## config.mk

```make
export PLATFORM = sky130hd
export DESIGN_NAME = routing_mode_ctrl
export DESIGN_NICKNAME = d
export VERILOG_FILES = /design/src/rtl/rmc_pkg.sv /design/src/rtl/rmc_cong_detect.sv /design/src/rtl/rmc_mode_latch.sv /design/src/rtl/rmc_port_pick.sv /design/src/rtl/routing_mode_ctrl.sv
export SDC_FILE = /design/constraint.sdc
export NUM_CORES = 1
export LEC_CHECK = 0
export BUFFER_PORTS_ARGS = -buffer_cell sky130_fd_sc_hd__buf_2
export CAP_MARGIN = 20
export CORE_UTILIZATION = 42
export DETAILED_ROUTE_END_ITERATION = 16
export PLACE_DENSITY = 0.79
export SLEW_MARGIN = 20
export SYNTH_ARGS = -nofsm -noshare
export SYNTH_HDL_FRONTEND = slang
export SYNTH_SLANG_ARGS = --single-unit
export TNS_END_PERCENT = 100
```

## constraint.sdc

```tcl
create_clock -name clk -period 2 [get_ports clk]
set_input_delay 0.2 -clock clk [delete_from_list [all_inputs] [get_ports clk]]
set_output_delay 0.2 -clock clk [all_outputs]
set_load 0.01 [all_outputs]
```

## src/rtl/rmc_pkg.sv

```systemverilog
package rmc_pkg;

   typedef enum logic {
      MODE_DET   = 1'b0,
      MODE_ADAPT = 1'b1
   } rmode_e;

endpackage

```

## src/rtl/rmc_cong_detect.sv

```systemverilog
module rmc_cong_detect #(
   parameter int NPORT = 4,
   parameter int OCC_W = 4,
   parameter int HI_TH = 12,
   parameter int LO_TH = 4
) (
   input  logic                   clk,
   input  logic                   rst_n,
   input  logic [NPORT*OCC_W-1:0] occ,
   output logic                   congested
);

   localparam logic [OCC_W-1:0] HI_V = OCC_W'(HI_TH);
   localparam logic [OCC_W-1:0] LO_V = OCC_W'(LO_TH);

   if (LO_TH < 1) begin : g_bad_lo
      $error("LO_TH must be at least 1");
   end
   if (LO_TH > HI_TH) begin : g_bad_order
      $error("LO_TH must not exceed HI_TH");
   end
   if (HI_TH > (2**OCC_W) - 1) begin : g_bad_hi
      $error("HI_TH does not fit in OCC_W bits");
   end

   logic [NPORT-1:0] at_hi;
   logic [NPORT-1:0] below_lo;
   logic             cong_q;

   for (genvar p = 0; p < NPORT; p++) begin : g_port
      logic [OCC_W-1:0] lvl;
      assign lvl         = occ[p*OCC_W +: OCC_W];
      assign at_hi[p]    = (lvl >= HI_V);
      assign below_lo[p] = (lvl < LO_V);
   end

   always_ff @(posedge clk) begin
      if (!rst_n) begin
         cong_q <= 1'b0;
      end else if (!cong_q && (|at_hi)) begin
         cong_q <= 1'b1;
      end else if (cong_q && (&below_lo)) begin
         cong_q <= 1'b0;
      end
   end

   assign congested = cong_q;

   // a port at the upper threshold sets the flag on the next edge
   p_rise_r2: assert property (@(posedge clk) disable iff (!rst_n)
      (!cong_q && (|at_hi)) |=> cong_q);

   // with no port at the upper threshold the flag stays clear
   p_quiet_r2: assert property (@(posedge clk) disable iff (!rst_n)
      (!cong_q && !(|at_hi)) |=> !cong_q);

   // the flag holds while any port is still at or above the lower threshold
   p_hold_r3: assert property (@(posedge clk) disable iff (!rst_n)
      (cong_q && !(&below_lo)) |=> cong_q);

endmodule

```

## src/rtl/rmc_mode_latch.sv

```systemverilog
module rmc_mode_latch
   import rmc_pkg::*;
#(
   parameter int CNT_W = 8
) (
   input  logic             clk,
   input  logic             rst_n,
   input  logic             congested,
   input  logic             pkt_boundary,
   output rmode_e           mode,
   output logic [CNT_W-1:0] switch_cnt
);

   if (CNT_W < 1) begin : g_bad_cnt
      $error("CNT_W must be at least 1");
   end

   rmode_e           mode_q;
   logic [CNT_W-1:0] cnt_q;
   rmode_e           want;
   logic             flip;

   assign want = congested ? MODE_ADAPT : MODE_DET;
   assign flip = pkt_boundary && (want != mode_q);

   always_ff @(posedge clk) begin
      if (!rst_n) begin
         mode_q <= MODE_DET;
         cnt_q  <= '0;
      end else if (flip) begin
         mode_q <= want;
         cnt_q  <= cnt_q + 1'b1;
      end
   end

   assign mode       = mode_q;
   assign switch_cnt = cnt_q;

   // no boundary means no mode change
   p_gate_r4: assert property (@(posedge clk) disable iff (!rst_n)
      !pkt_boundary |=> $stable(mode_q));

   // at a boundary the mode copies the congestion flag
   p_follow_r4: assert property (@(posedge clk) disable iff (!rst_n)
      pkt_boundary |=> (logic'(mode_q) == $past(congested)));

   // the counter advances by one on a change and holds otherwise
   p_count_r5: assert property (@(posedge clk) disable iff (!rst_n)
      (pkt_boundary && (congested != logic'(mode_q))) |=>
         (cnt_q == CNT_W'($past(cnt_q) + 1'b1)));

   p_still_r5: assert property (@(posedge clk) disable iff (!rst_n)
      !(pkt_boundary && (congested != logic'(mode_q))) |=> $stable(cnt_q));

endmodule

```

## src/rtl/rmc_port_pick.sv

```systemverilog
module rmc_port_pick
   import rmc_pkg::*;
#(
   parameter int NPORT = 4,
   parameter int OCC_W = 4,
   parameter int PW    = 2
) (
   input  rmode_e                 mode,
   input  logic [NPORT*OCC_W-1:0] link_load,
   input  logic                   cand_x_vld,
   input  logic [PW-1:0]          cand_x_port,
   input  logic                   cand_y_vld,
   input  logic [PW-1:0]          cand_y_port,
   output logic                   sel_vld,
   output logic [PW-1:0]          sel_port
);

   if (NPORT < 2) begin : g_bad_nport
      $error("NPORT must be at least 2");
   end
   if ((2**PW) < NPORT) begin : g_bad_pw
      $error("PW too narrow for NPORT");
   end

   logic [OCC_W-1:0] load_arr [NPORT];

   for (genvar p = 0; p < NPORT; p++) begin : g_load
      assign load_arr[p] = link_load[p*OCC_W +: OCC_W];
   end

   logic [OCC_W-1:0] load_x;
   logic [OCC_W-1:0] load_y;
   logic             y_lighter;

   assign load_x    = load_arr[cand_x_port];
   assign load_y    = load_arr[cand_y_port];
   assign y_lighter = (load_y < load_x);

   always_comb begin
      sel_vld  = cand_x_vld | cand_y_vld;
      sel_port = '0;
      if (cand_x_vld && cand_y_vld) begin
         if ((mode == MODE_ADAPT) && y_lighter) begin
            sel_port = cand_y_port;
         end else begin
            sel_port = cand_x_port;
         end
      end else if (cand_x_vld) begin
         sel_port = cand_x_port;
      end else if (cand_y_vld) begin
         sel_port = cand_y_port;
      end
   end

endmodule

```

## src/rtl/routing_mode_ctrl.sv

```systemverilog
module routing_mode_ctrl
   import rmc_pkg::*;
#(
   parameter int NPORT = 4,
   parameter int OCC_W = 4,
   parameter int HI_TH = 12,
   parameter int LO_TH = 4,
   parameter int CNT_W = 8,
   parameter int PW    = (NPORT > 1) ? $clog2(NPORT) : 1
) (
   input  logic                   clk,
   input  logic                   rst_n,
   input  logic [NPORT*OCC_W-1:0] buf_occ,
   input  logic [NPORT*OCC_W-1:0] link_load,
   input  logic                   pkt_boundary,
   input  logic                   cand_x_vld,
   input  logic [PW-1:0]          cand_x_port,
   input  logic                   cand_y_vld,
   input  logic [PW-1:0]          cand_y_port,
   output logic                   congested,
   output logic                   adaptive_mode,
   output logic [CNT_W-1:0]       switch_cnt,
   output logic                   sel_vld,
   output logic [PW-1:0]          sel_port
);

   rmode_e mode;

   rmc_cong_detect #(
      .NPORT (NPORT),
      .OCC_W (OCC_W),
      .HI_TH (HI_TH),
      .LO_TH (LO_TH)
   ) u_cong (
      .clk       (clk),
      .rst_n     (rst_n),
      .occ       (buf_occ),
      .congested (congested)
   );

   rmc_mode_latch #(
      .CNT_W (CNT_W)
   ) u_mode (
      .clk          (clk),
      .rst_n        (rst_n),
      .congested    (congested),
      .pkt_boundary (pkt_boundary),
      .mode         (mode),
      .switch_cnt   (switch_cnt)
   );

   rmc_port_pick #(
      .NPORT (NPORT),
      .OCC_W (OCC_W),
      .PW    (PW)
   ) u_pick (
      .mode        (mode),
      .link_load   (link_load),
      .cand_x_vld  (cand_x_vld),
      .cand_x_port (cand_x_port),
      .cand_y_vld  (cand_y_vld),
      .cand_y_port (cand_y_port),
      .sel_vld     (sel_vld),
      .sel_port    (sel_port)
   );

   assign adaptive_mode = (mode == MODE_ADAPT);

   // deterministic mode takes the X candidate whenever it exists
   p_det_r6: assert property (@(posedge clk) disable iff (!rst_n)
      (!adaptive_mode && cand_x_vld) |-> (sel_port == cand_x_port));

   // adaptive mode never picks the strictly heavier candidate
   p_light_r7: assert property (@(posedge clk) disable iff (!rst_n)
      (adaptive_mode && cand_x_vld && cand_y_vld &&
       (link_load[cand_y_port*OCC_W +: OCC_W] < link_load[cand_x_port*OCC_W +: OCC_W]))
      |-> (sel_port == cand_y_port));

   // equal loads favour the X candidate
   p_tie_r8: assert property (@(posedge clk) disable iff (!rst_n)
      (adaptive_mode && cand_x_vld && cand_y_vld &&
       (link_load[cand_y_port*OCC_W +: OCC_W] == link_load[cand_x_port*OCC_W +: OCC_W]))
      |-> (sel_port == cand_x_port));

   // no candidate means no selection
   p_none_r9: assert property (@(posedge clk) disable iff (!rst_n)
      (!cand_x_vld && !cand_y_vld) |-> (!sel_vld && (sel_port == '0)));

   // the first cycle after reset is in the reset state
   p_reset_r1: assert property (@(posedge clk)
      !rst_n |=> (!congested && !adaptive_mode && (switch_cnt == '0)));

endmodule

```

==> key figures <==
Run status
  – Status: finished, violations left
  – Failing checks: setup timing

Setup path
  – Slowest CP cell: mux4_2
  – R2r startpoint: u_cong.congested
  – Worst path top cell family by delay: multiplexers
  – CP Class: input port to output port
  – Cell chain of the critical path: buf_4, mux4_2, inv_1, ha_4, nand2_1, o221a_2, nand2_2, o22ai_2, buf_2
  – FF-to-FF setup slack: 0.56 ns
  – CP Data Required Time: 1.80 ns
  – CP max FO: 3
  – Bufs and invs on worst path: 3
  – Crit start category: input port
  – CP max stage delay: 0.50 ns
  – Reg2Reg Capture Point: u_mode.switch_cnt[7]
  – R2R depth: 4
  – Critical Path End Type: output port
  – CP arrival: 1.80 ns

Final layout
  – Fin cells: 162
  – Antenna fix cells: 0
  – Ratio of cells with drive above 1 in the final layout: 54.7%
  – Multi-input logic area: 662 sq um
  – Fillers: 158
  – Layout Area Growth over Synthesis: 42.3%
  – Fin nets: 183
  – FF+latch area: 200 sq um
  – Post-route cell area: 0.00122 sq mm

Global routing
  – Met2 usage: 40.6%
  – Grt ovf: 0
  – Tot GR Track Use: 22.0%
  – First-pass GRT wire length: 3.45 mm
  – Number of global-route vias before repair: 870
  – Largest net degree at the start of global routing: 11
  – M3 GR Usage: 4.23%
  – M1 GR Usage: 22.7%
  – Initial antenna violation count: 0
  – GRT Max-Usage Layer: met2

Placement
  – Hpwl dp: 1.70 mm
  – Area post-placement: 0.00112 sq mm
  – Gpl congestion: 0.788
  – Placement Setup Slack: -0.127 ns
  – # port buffers: 45
  – Placed cell count: 158

Detailed routing
  – Overall routed net length: 2.09 mm
  – Initial DRC count: 7
  – Vias per cell: 5.45
  – Pre-antenna DRT Iters: 4
  – Via count: 883
  – DRC: 0
  – DRT antenna net count: 0
  – WL per Instance: 12.9 um

STA
  – Worst-Margin Slew: 0.280 ns
  – Setup violations, final: 1
  – TNS Setup: -0.00317 ns
  – Fin crit period: 2.00 ns
  – Setup Skew: 0.00718 ns
  – Unrepaired setup endpoints after global routing: yes
  – Relative slew slack: 81.4%
  – Final period utilization: 100%
  – Worst Setup Slack, final: -0.00317 ns
  – Fmax: 499 MHz
  – Final Hold Viols: 0
  – Final Max Tran Viols: 0

Die
  – Row count: 15
  – Die W: 47.2 um
  – Die outline area: 0.00223 sq mm
  – Initial core utilization: 47.1%
  – Die height: 47.2 um
  – I/O pins: 54
  – Area of the core: 0.00182 sq mm

Yosys
  – Synth unique cells: 30
  – Post-synthesis cell count: 87
  – Mapped cell area: 857 sq um
  – Register area share after synthesis: 23.4%
  – Dominant synthesized flop cell: dfxtp_1
  – Post-synth EDFFs: 0
  – Synth Net Count: 132
  – Mapped Avg Cell Area: 9.85 sq um
  – Yosys warns: 0
  – Post-synth ARST share: 0%
  – #FFs+latches synth: 10

Power and ir drop
  – Leakage: 0.541 nW
  – Power density over the cells: 509 mW/mm^2
  – Max VDD drop: 0.336 mV
  – Total Power: 621 uW

Worst hold path
  – HP Start: buf_occ[2]
  – Hold Path Class: input port to flip-flop
  – WHS Endpoint: u_cong.congested
  – Hold Path Cell Cnt: 3

Clock network
  – Total CTS buffers: 3
  – Hold buffer count at CTS: 0
  – CTS H-tree depth: 1
  – Clock-pin slew on the worst setup and hold paths: 0.07 ns
  – Clk buf depth: 2
  – Sink Count: 10
  – TritonCTS clock tree: done
  – Clk_lat worst skew: 0.27 ns
  – Clk Tree Root Cell: clkbuf_4
  – Post-CTS Setup Inserts: 0

Job
  – Max cap viols: 0
==> state kept, by name (all words and copies together) (netlist names) <==
name	count
u_mode.switch_cnt	8
u_cong.congested	1
u_mode.mode	1
==> cell usage in the layout (no fill, tap or decap), types with 4 or more instances in the layout <==
master and instances:
o21ai_0 5, inv_1 4, nand2_1 8, mux4_2 8
and2_1 5, nand3_1 5, buf_2 43, buf_4 4
dfxtp_1 10, xnor2_1 4
==> cells in the mapped netlist, drive strengths merged, types with 2 or more instances <==
library cell,instances,area (sq um)
and2,5,31.3
o22ai,2,12.5
xnor2,4,35.0
nor2b,2,12.5
or3,3,18.8
o21ai,5,25.0
inv,5,18.8
mux4,8,191
nand3,5,25.0
dfxtp,10,200
buf,2,16.3
ha,4,50.1
a21oi,5,25.0
nand4,2,12.5
nand2,9,33.8
a21boi,4,30.0
or4,2,15.0
==> stage by stage <==
| step | util [%] | hold slack, ns |
|---|---|---|
| floorplan | - | 0.322 |
| global placement | 61.6 | 0.472 |
| detailed placement | 61.6 | 0.486 |
| CTS | 65.9 | 0.218 |
| global route | 67.0 | 0.253 |
| finish | 67.0 | 0.215 |
==> cells by family (layout without fill, tap and decap cells) <==
logic type | Yosys count | in the layout | share of synthesized area [%]
xor gates and xnor gates | 5 | 5 | 5.99
AOI/OAI and AO/OA | 19 | 19 | 14.0
muxes | 9 | 9 | 23.5
buffers and inverters | 8 | 58 | 4.67
and+or+nand+nor | 32 | 32 | 22.6
adders and majority gates | 4 | 4 | 5.84
DFF | 10 | 10 | 23.4
==> routing by layer <==
layer	routed length, um	vias to the layer above
li1	-	430
met1	812	409
met2	1130	38
met3	97	6
met4	46	0
met5	0	-
==> worst max path at each step <==
stage	depth (start not counted)	to	slack, ns	start
floorplan	8	sel_port[0]	0.03	cand_x_port[0]
global placement	8	sel_port[1]	-0.08	cand_y_port[0]
detailed placement	8	sel_port[0]	-0.13	cand_y_port[0]
CTS	9	sel_port[0]	0.01	cand_y_port[0]
global route	9	sel_port[0]	-0.08	cand_x_port[0]
finish	9	sel_port[0]	-0.003	cand_x_port[0]
==> area by class of cell <==
type / instances / area share, %
clock buffers: 4 / 2.97
inverters: 5 / 1.54
multi-input cells: 69 / 54.3
flip-flops and latches: 10 / 16.4
well taps: 25 / 2.56
repair buffers: 49 / 22.3
==> tightest hold or removal path: stages <==
cell and delay [ns]:
buf_2 0.08, a222oi_1 0.06, a21oi_1 0.11
==> what timing repair did <==
action	in CTS	in global routing
resized for setup	13	5
setup endpoints to repair	2	2
pin swaps	5	5
==> power breakdown <==
part           internal [mW]  switching, mW
sequential             0.206        0.00802
clock                  0.111         0.0747
combinational          0.121          0.101
total                  0.437          0.183
(Power assumes the default switching activity.)
